## src/rtl/cq_pkg.sv

```systemverilog
`timescale 1ns/1ps
package cq_pkg;
   typedef enum logic [1:0] {
      LVL_LOW  = 2'd0,
      LVL_MID  = 2'd1,
      LVL_HIGH = 2'd2
   } lvl_e;

   typedef enum logic {
      ST_HUNT = 1'b0,
      ST_HOLD = 1'b1
   } st_e;
endpackage

```

## src/rtl/cq_level_cmp.sv

```systemverilog
`timescale 1ns/1ps
module cq_level_cmp
   import cq_pkg::*;
#(
   parameter int EW       = 12,
   parameter bit PIPE_CMP = 1'b0
) (
   input  logic          clk,
   input  logic          rst_n,
   input  logic          pwr_en,
   input  logic          tick,
   input  logic [EW-1:0] energy,
   input  logic [EW-1:0] thr_hi,
   input  logic [EW-1:0] thr_lo,
   output logic          tick_o,
   output lvl_e          lvl_o
);
   lvl_e lvl_c;

   always_comb begin
      if (energy >= thr_hi)     lvl_c = LVL_HIGH;
      else if (energy < thr_lo) lvl_c = LVL_LOW;
      else                      lvl_c = LVL_MID;
   end

   generate
      if (PIPE_CMP) begin : g_pipe
         logic tick_q;
         lvl_e lvl_q;
         always_ff @(posedge clk or negedge rst_n) begin
            if (!rst_n) begin
               tick_q <= 1'b0;
               lvl_q  <= LVL_MID;
            end else begin
               tick_q <= tick & pwr_en;
               lvl_q  <= lvl_c;
            end
         end
         assign tick_o = tick_q;
         assign lvl_o  = lvl_q;
      end else begin : g_comb
         assign tick_o = tick & pwr_en;
         assign lvl_o  = lvl_c;
      end
   endgenerate
endmodule

```

## src/rtl/cq_run_timer.sv

```systemverilog
`timescale 1ns/1ps
module cq_run_timer #(
   parameter int LIMIT = 135,
   localparam int CW   = $clog2(LIMIT)
) (
   input  logic          clk,
   input  logic          rst_n,
   input  logic          clr,
   input  logic          inc,
   output logic [CW-1:0] cnt,
   output logic          done
);
   localparam logic [CW-1:0] LAST = CW'(LIMIT - 1);

   assign done = inc && !clr && (cnt == LAST);

   always_ff @(posedge clk or negedge rst_n) begin
      if (!rst_n)        cnt <= '0;
      else if (clr)      cnt <= '0;
      else if (done)     cnt <= '0;
      else if (inc)      cnt <= cnt + 1'b1;
   end
endmodule

```

## src/rtl/cq_ctrl.sv

```systemverilog
`timescale 1ns/1ps
module cq_ctrl
   import cq_pkg::*;
(
   input  logic clk,
   input  logic rst_n,
   input  logic pwr_en,
   input  logic tick,
   input  lvl_e lvl,
   input  logic acq_done,
   input  logic rel_done,
   output logic acq_inc,
   output logic acq_clr,
   output logic rel_inc,
   output logic rel_clr,
   output logic carrier_n
);
   st_e st, st_nx;

   always_comb begin
      acq_inc = pwr_en && (st == ST_HUNT) && tick && (lvl == LVL_HIGH);
      acq_clr = !pwr_en || (st != ST_HUNT) || (tick && (lvl == LVL_LOW));
      rel_inc = pwr_en && (st == ST_HOLD) && tick && (lvl == LVL_LOW);
      rel_clr = !pwr_en || (st != ST_HOLD) || (tick && (lvl == LVL_HIGH));
   end

   always_comb begin
      st_nx = st;
      if (!pwr_en)                          st_nx = ST_HUNT;
      else if (st == ST_HUNT && acq_done)   st_nx = ST_HOLD;
      else if (st == ST_HOLD && rel_done)   st_nx = ST_HUNT;
   end

   always_ff @(posedge clk or negedge rst_n) begin
      if (!rst_n) st <= ST_HUNT;
      else        st <= st_nx;
   end

   assign carrier_n = (st == ST_HUNT);
endmodule

```

## src/rtl/carrier_qualifier.sv

```systemverilog
`timescale 1ns/1ps
module carrier_qualifier
   import cq_pkg::*;
#(
   parameter int EW        = 12,
   parameter int ACQ_TICKS = 135,
   parameter int REL_TICKS = 77,
   parameter bit PIPE_CMP  = 1'b0,
   localparam int AW       = $clog2(ACQ_TICKS),
   localparam int RW       = $clog2(REL_TICKS)
) (
   input  logic          clk,
   input  logic          rst_n,
   input  logic          tick,
   input  logic [EW-1:0] energy,
   input  logic [EW-1:0] thr_hi,
   input  logic [EW-1:0] thr_lo,
   input  logic          pwr_en,
   output logic          carrier_n
);
   generate
      if (EW < 2)        begin : g_bad_ew  $error("EW must be at least 2");        end
      if (ACQ_TICKS < 2) begin : g_bad_acq $error("ACQ_TICKS must be at least 2"); end
      if (REL_TICKS < 2) begin : g_bad_rel $error("REL_TICKS must be at least 2"); end
   endgenerate

   logic          tick_q;
   lvl_e          lvl_q;
   logic          acq_inc, acq_clr, acq_done;
   logic          rel_inc, rel_clr, rel_done;
   logic [AW-1:0] acq_cnt;
   logic [RW-1:0] rel_cnt;

   cq_level_cmp #(.EW(EW), .PIPE_CMP(PIPE_CMP)) u_cmp (
      .clk(clk), .rst_n(rst_n), .pwr_en(pwr_en), .tick(tick),
      .energy(energy), .thr_hi(thr_hi), .thr_lo(thr_lo),
      .tick_o(tick_q), .lvl_o(lvl_q)
   );

   cq_run_timer #(.LIMIT(ACQ_TICKS)) u_acq (
      .clk(clk), .rst_n(rst_n), .clr(acq_clr), .inc(acq_inc),
      .cnt(acq_cnt), .done(acq_done)
   );

   cq_run_timer #(.LIMIT(REL_TICKS)) u_rel (
      .clk(clk), .rst_n(rst_n), .clr(rel_clr), .inc(rel_inc),
      .cnt(rel_cnt), .done(rel_done)
   );

   cq_ctrl u_ctrl (
      .clk(clk), .rst_n(rst_n), .pwr_en(pwr_en), .tick(tick_q), .lvl(lvl_q),
      .acq_done(acq_done), .rel_done(rel_done),
      .acq_inc(acq_inc), .acq_clr(acq_clr),
      .rel_inc(rel_inc), .rel_clr(rel_clr),
      .carrier_n(carrier_n)
   );
endmodule

```

## config.mk

```make
export PLATFORM = sky130hd
export DESIGN_NAME = carrier_qualifier
export DESIGN_NICKNAME = d
export VERILOG_FILES = /design/src/rtl/cq_pkg.sv /design/src/rtl/cq_level_cmp.sv /design/src/rtl/cq_run_timer.sv /design/src/rtl/cq_ctrl.sv /design/src/rtl/carrier_qualifier.sv
export SDC_FILE = /design/constraint.sdc
export NUM_CORES = 1
export LEC_CHECK = 0
export ABC_AREA = 1
export BUFFER_PORTS_ARGS = -buffer_cell sky130_fd_sc_hd__buf_2
export CAP_MARGIN = 20
export CORE_UTILIZATION = 55
export DETAILED_ROUTE_END_ITERATION = 8
export HOLD_SLACK_MARGIN = 0.15
export PLACE_DENSITY = 0.81
export SYNTH_ARGS = -nofsm -noshare
export SYNTH_HDL_FRONTEND = slang
export SYNTH_SLANG_ARGS = --single-unit
```

## constraint.sdc

```tcl
create_clock -name clk -period 2.98 [get_ports clk]
set_input_delay 0.298 -clock clk [delete_from_list [all_inputs] [get_ports clk]]
set_output_delay 0.298 -clock clk [all_outputs]
set_load 0.005 [all_outputs]
```

==> metrics <==
outcome finished clean; Rows 20; grt peak-use layer met2; first-iteration detailed-routing DRC count 89; #FFs+latches synth 16; Antenna Cells 0; PostCTS Resize Cnt 0; max_cap viols 0; Syn-to-layout area delta 14.6%; commonest non-fill, non-tap cell in the layout nand2_1; Final nets 363; CTS max path bufs 2; Hold Vio Cnt, Final 0; # setup viols final 0; Netlist cell types 24; slowest cell delay on critical path 310 ps; IO Pins 41; Worst path depth 11; H-tree depth 1; Post-Syn Area per Cell 7.07 sq um; leading area contributor after synthesis dfrtp_1; mapped cell area 1790 sq um; LEAKAGE 1.29 nW; CP Capture Type flop; die span in y 59.0 microns; M1 GR Usage 0.295; IO buf count 40; postcts setup bufs 0; first-pass GRT wire length 6080 microns; R2R Setup Slk 1510 ps; worst-path fanout max 8; fin util 0.666; Post-Syn Nets 320; sequential area share after synthesis 0.224; Most Frequent Cell on Critical Path nand2_1; vias per std cell 4.86; TritonCTS clock tree yes; largest net degree at the start of global routing 18; buffer and inverter count on the worst path 2; cell count of the worst reg-to-reg path 9; Worst R2R Start u_acq.cnt[0]; Least-Margin Pin Slew 429 ps; first-pass iteration count of the detailed router 4; CTS Buf Count 3; # DRC 0; Die ar. 3490 sq um; Rel. slew slack 0.714; grt ovf 0; met3 usage 0.0480; die width 59.0 microns; CTS sink count 16; CP endpoint u_rel.cnt[0]; Critical Path Source Type primary input; wire per inst 9.91 microns; FF-to-FF End u_acq.cnt[3]; CP Launch Point energy[11]; Slew Limit Fails 0; Starting Density 0.581; Synth top area share 0.224; Skew-Pair Late Insertion Delay 290 ps; CP Cell Sequence buf_2 -> ha_1 -> nand2_2 -> inv_1 -> nand2_1 -> nand2_1 -> a21oi_4 -> nand2_8 -> nor2_4 -> nand4_1 -> nand2_1; vias 1641; layout cells sized above 1 0.211; period utilization 0.522; Clock Root Buffer clkbuf_4; Global Route met2 Usage 0.385; total track usage 0.224; HPWL after DPL 2770 microns; final wirelength 3350 microns; Worst Path Arrival 1790 ps; kind of critical path in2reg; Crit path max-delay family simple AND/OR/NAND/NOR gates; core footprint 3080 sq um; Post-Syn Instances 253; minimum clock period 1560 ps; peak supply drop 0.000305 V; top post-synthesis cells by area dfrtp_1 22%, ha_1 19%, nand2_1 15%, inv_1 11%, nand4_1 7.7%; initial antenna violation count 0; clk slew on worst S/H paths 90 ps; DRT antenna net count 0; commonest non-fill, non-tap cells in the layout 72 x nand2_1, 52 x inv_1, 40 x buf_2; Hold Path Class in2async; setup TNS 0 ps; required time worst endpoint 3210 ps; Max Fclk 643 MHz; RD Place Congestion 0.809; Pwr Density 236 nW/um^2; vias in the first global route 1533; Layout Skew 4.78 ps; Synth Warn # 0; Crit-path slowest cell ha_1; RSZ-0062 raised after global routing no
-- final cells by class --
cell class / instances / area, sq um
Clock buffer: 3 / 22.5
Fill cell: 278 / 1030
Inverter: 58 / 220
Multi-Input combinational cell: 176 / 1140
Sequential cell: 16 / 400
Tap cell: 44 / 55.1
Timing Repair Buffer: 41 / 210
-- worst register-to-register path, delay by kind of cell, from the launching register on --
kind                       cells  cell delay [ps]
adders and majority gates      1              160
buffers and inverters          2              130
and+or+nand+nor                6              650
DFF                            1              420
-- cells in the mapped netlist --
cell type,count
a21oi_1,6
a21oi_2,1
a21oi_4,2
buf_6,2
clkbuf_1,1
clkinv_1,1
dfrtp_1,16
ha_1,27
inv_1,52
inv_2,4
inv_4,1
nand2_1,72
nand2_2,3
nand2_4,3
nand2_8,1
nand3_1,8
nand3b_1,2
nand4_1,22
nor2_1,11
nor2_4,4
nor3_1,1
o21ai_1,2
xnor2_1,5
xor2_1,6
-- per-layer routing --
metal  part of all wire  vias to the layer above  routed length [microns]
met1               0.49                      723                     1650
met3              0.039                        2                      132
met4             0.0024                        0                        8
met5                  0                        -                        0
li1                   -                      878                        -
met2               0.47                       38                     1560
-- what timing repair did --
action | in CTS | in global routing
hold buffers | 1 | 0
endpoints found under the hold margin | 16 | 0
endpoints found under the setup margin | 0 | 0
-- registers in the layout, indices dropped and copies added, names as in the netlist --
name and flops:
u_acq.cnt 8, u_ctrl.st 1, u_rel.cnt 7
-- logic make-up (layout without fill, tap and decap cells) --
family | count (synthesis) | count (layout) | synth area share
buffers and inverters | 61 | 102 | 0.138
and+or+nand+nor | 127 | 127 | 0.350
AOI/OAI and AO/OA | 11 | 11 | 0.0455
DFF | 16 | 16 | 0.224
xor gates and xnor gates | 11 | 11 | 0.0538
adders and majority gates | 27 | 27 | 0.189
-- through the flow --
step	cell area (sq um)	power [mW]	std cells	hold WS, ps	setup WS (ps)
after floorplan	1790	0.327	253	2.41	1350
after global placement	2020	0.372	334	229	1150
after detailed placement	2020	0.375	334	232	1120
after CTS	2050	0.490	338	430	1430
after global routing	2050	0.524	338	442	1320
final	2050	0.484	338	437	1420
-- where the power goes --
group          switching [mW]  internal [mW]  total, mW
Sequential            0.00100          0.218      0.219
Clock                  0.0671         0.0470      0.114
Combinational          0.0894         0.0621      0.152
Total                   0.157          0.327      0.484
-- how the worst min path moves through the flow --
stage | from | endpoint | slack (ps) | depth (start not counted)
3_5_place_dp | rst_n | u_acq.cnt[5] | 230 | 1
5_1_grt | tick | u_acq.cnt[5] | 440 | 5
2_1_floorplan | rst_n | u_acq.cnt[0] | 2 | 0
6_report | rst_n | u_rel.cnt[6] | 440 | 2
4_1_cts | tick | u_acq.cnt[5] | 430 | 5
3_3_place_gp | rst_n | u_acq.cnt[5] | 230 | 1
(Power assumes the default switching activity.)
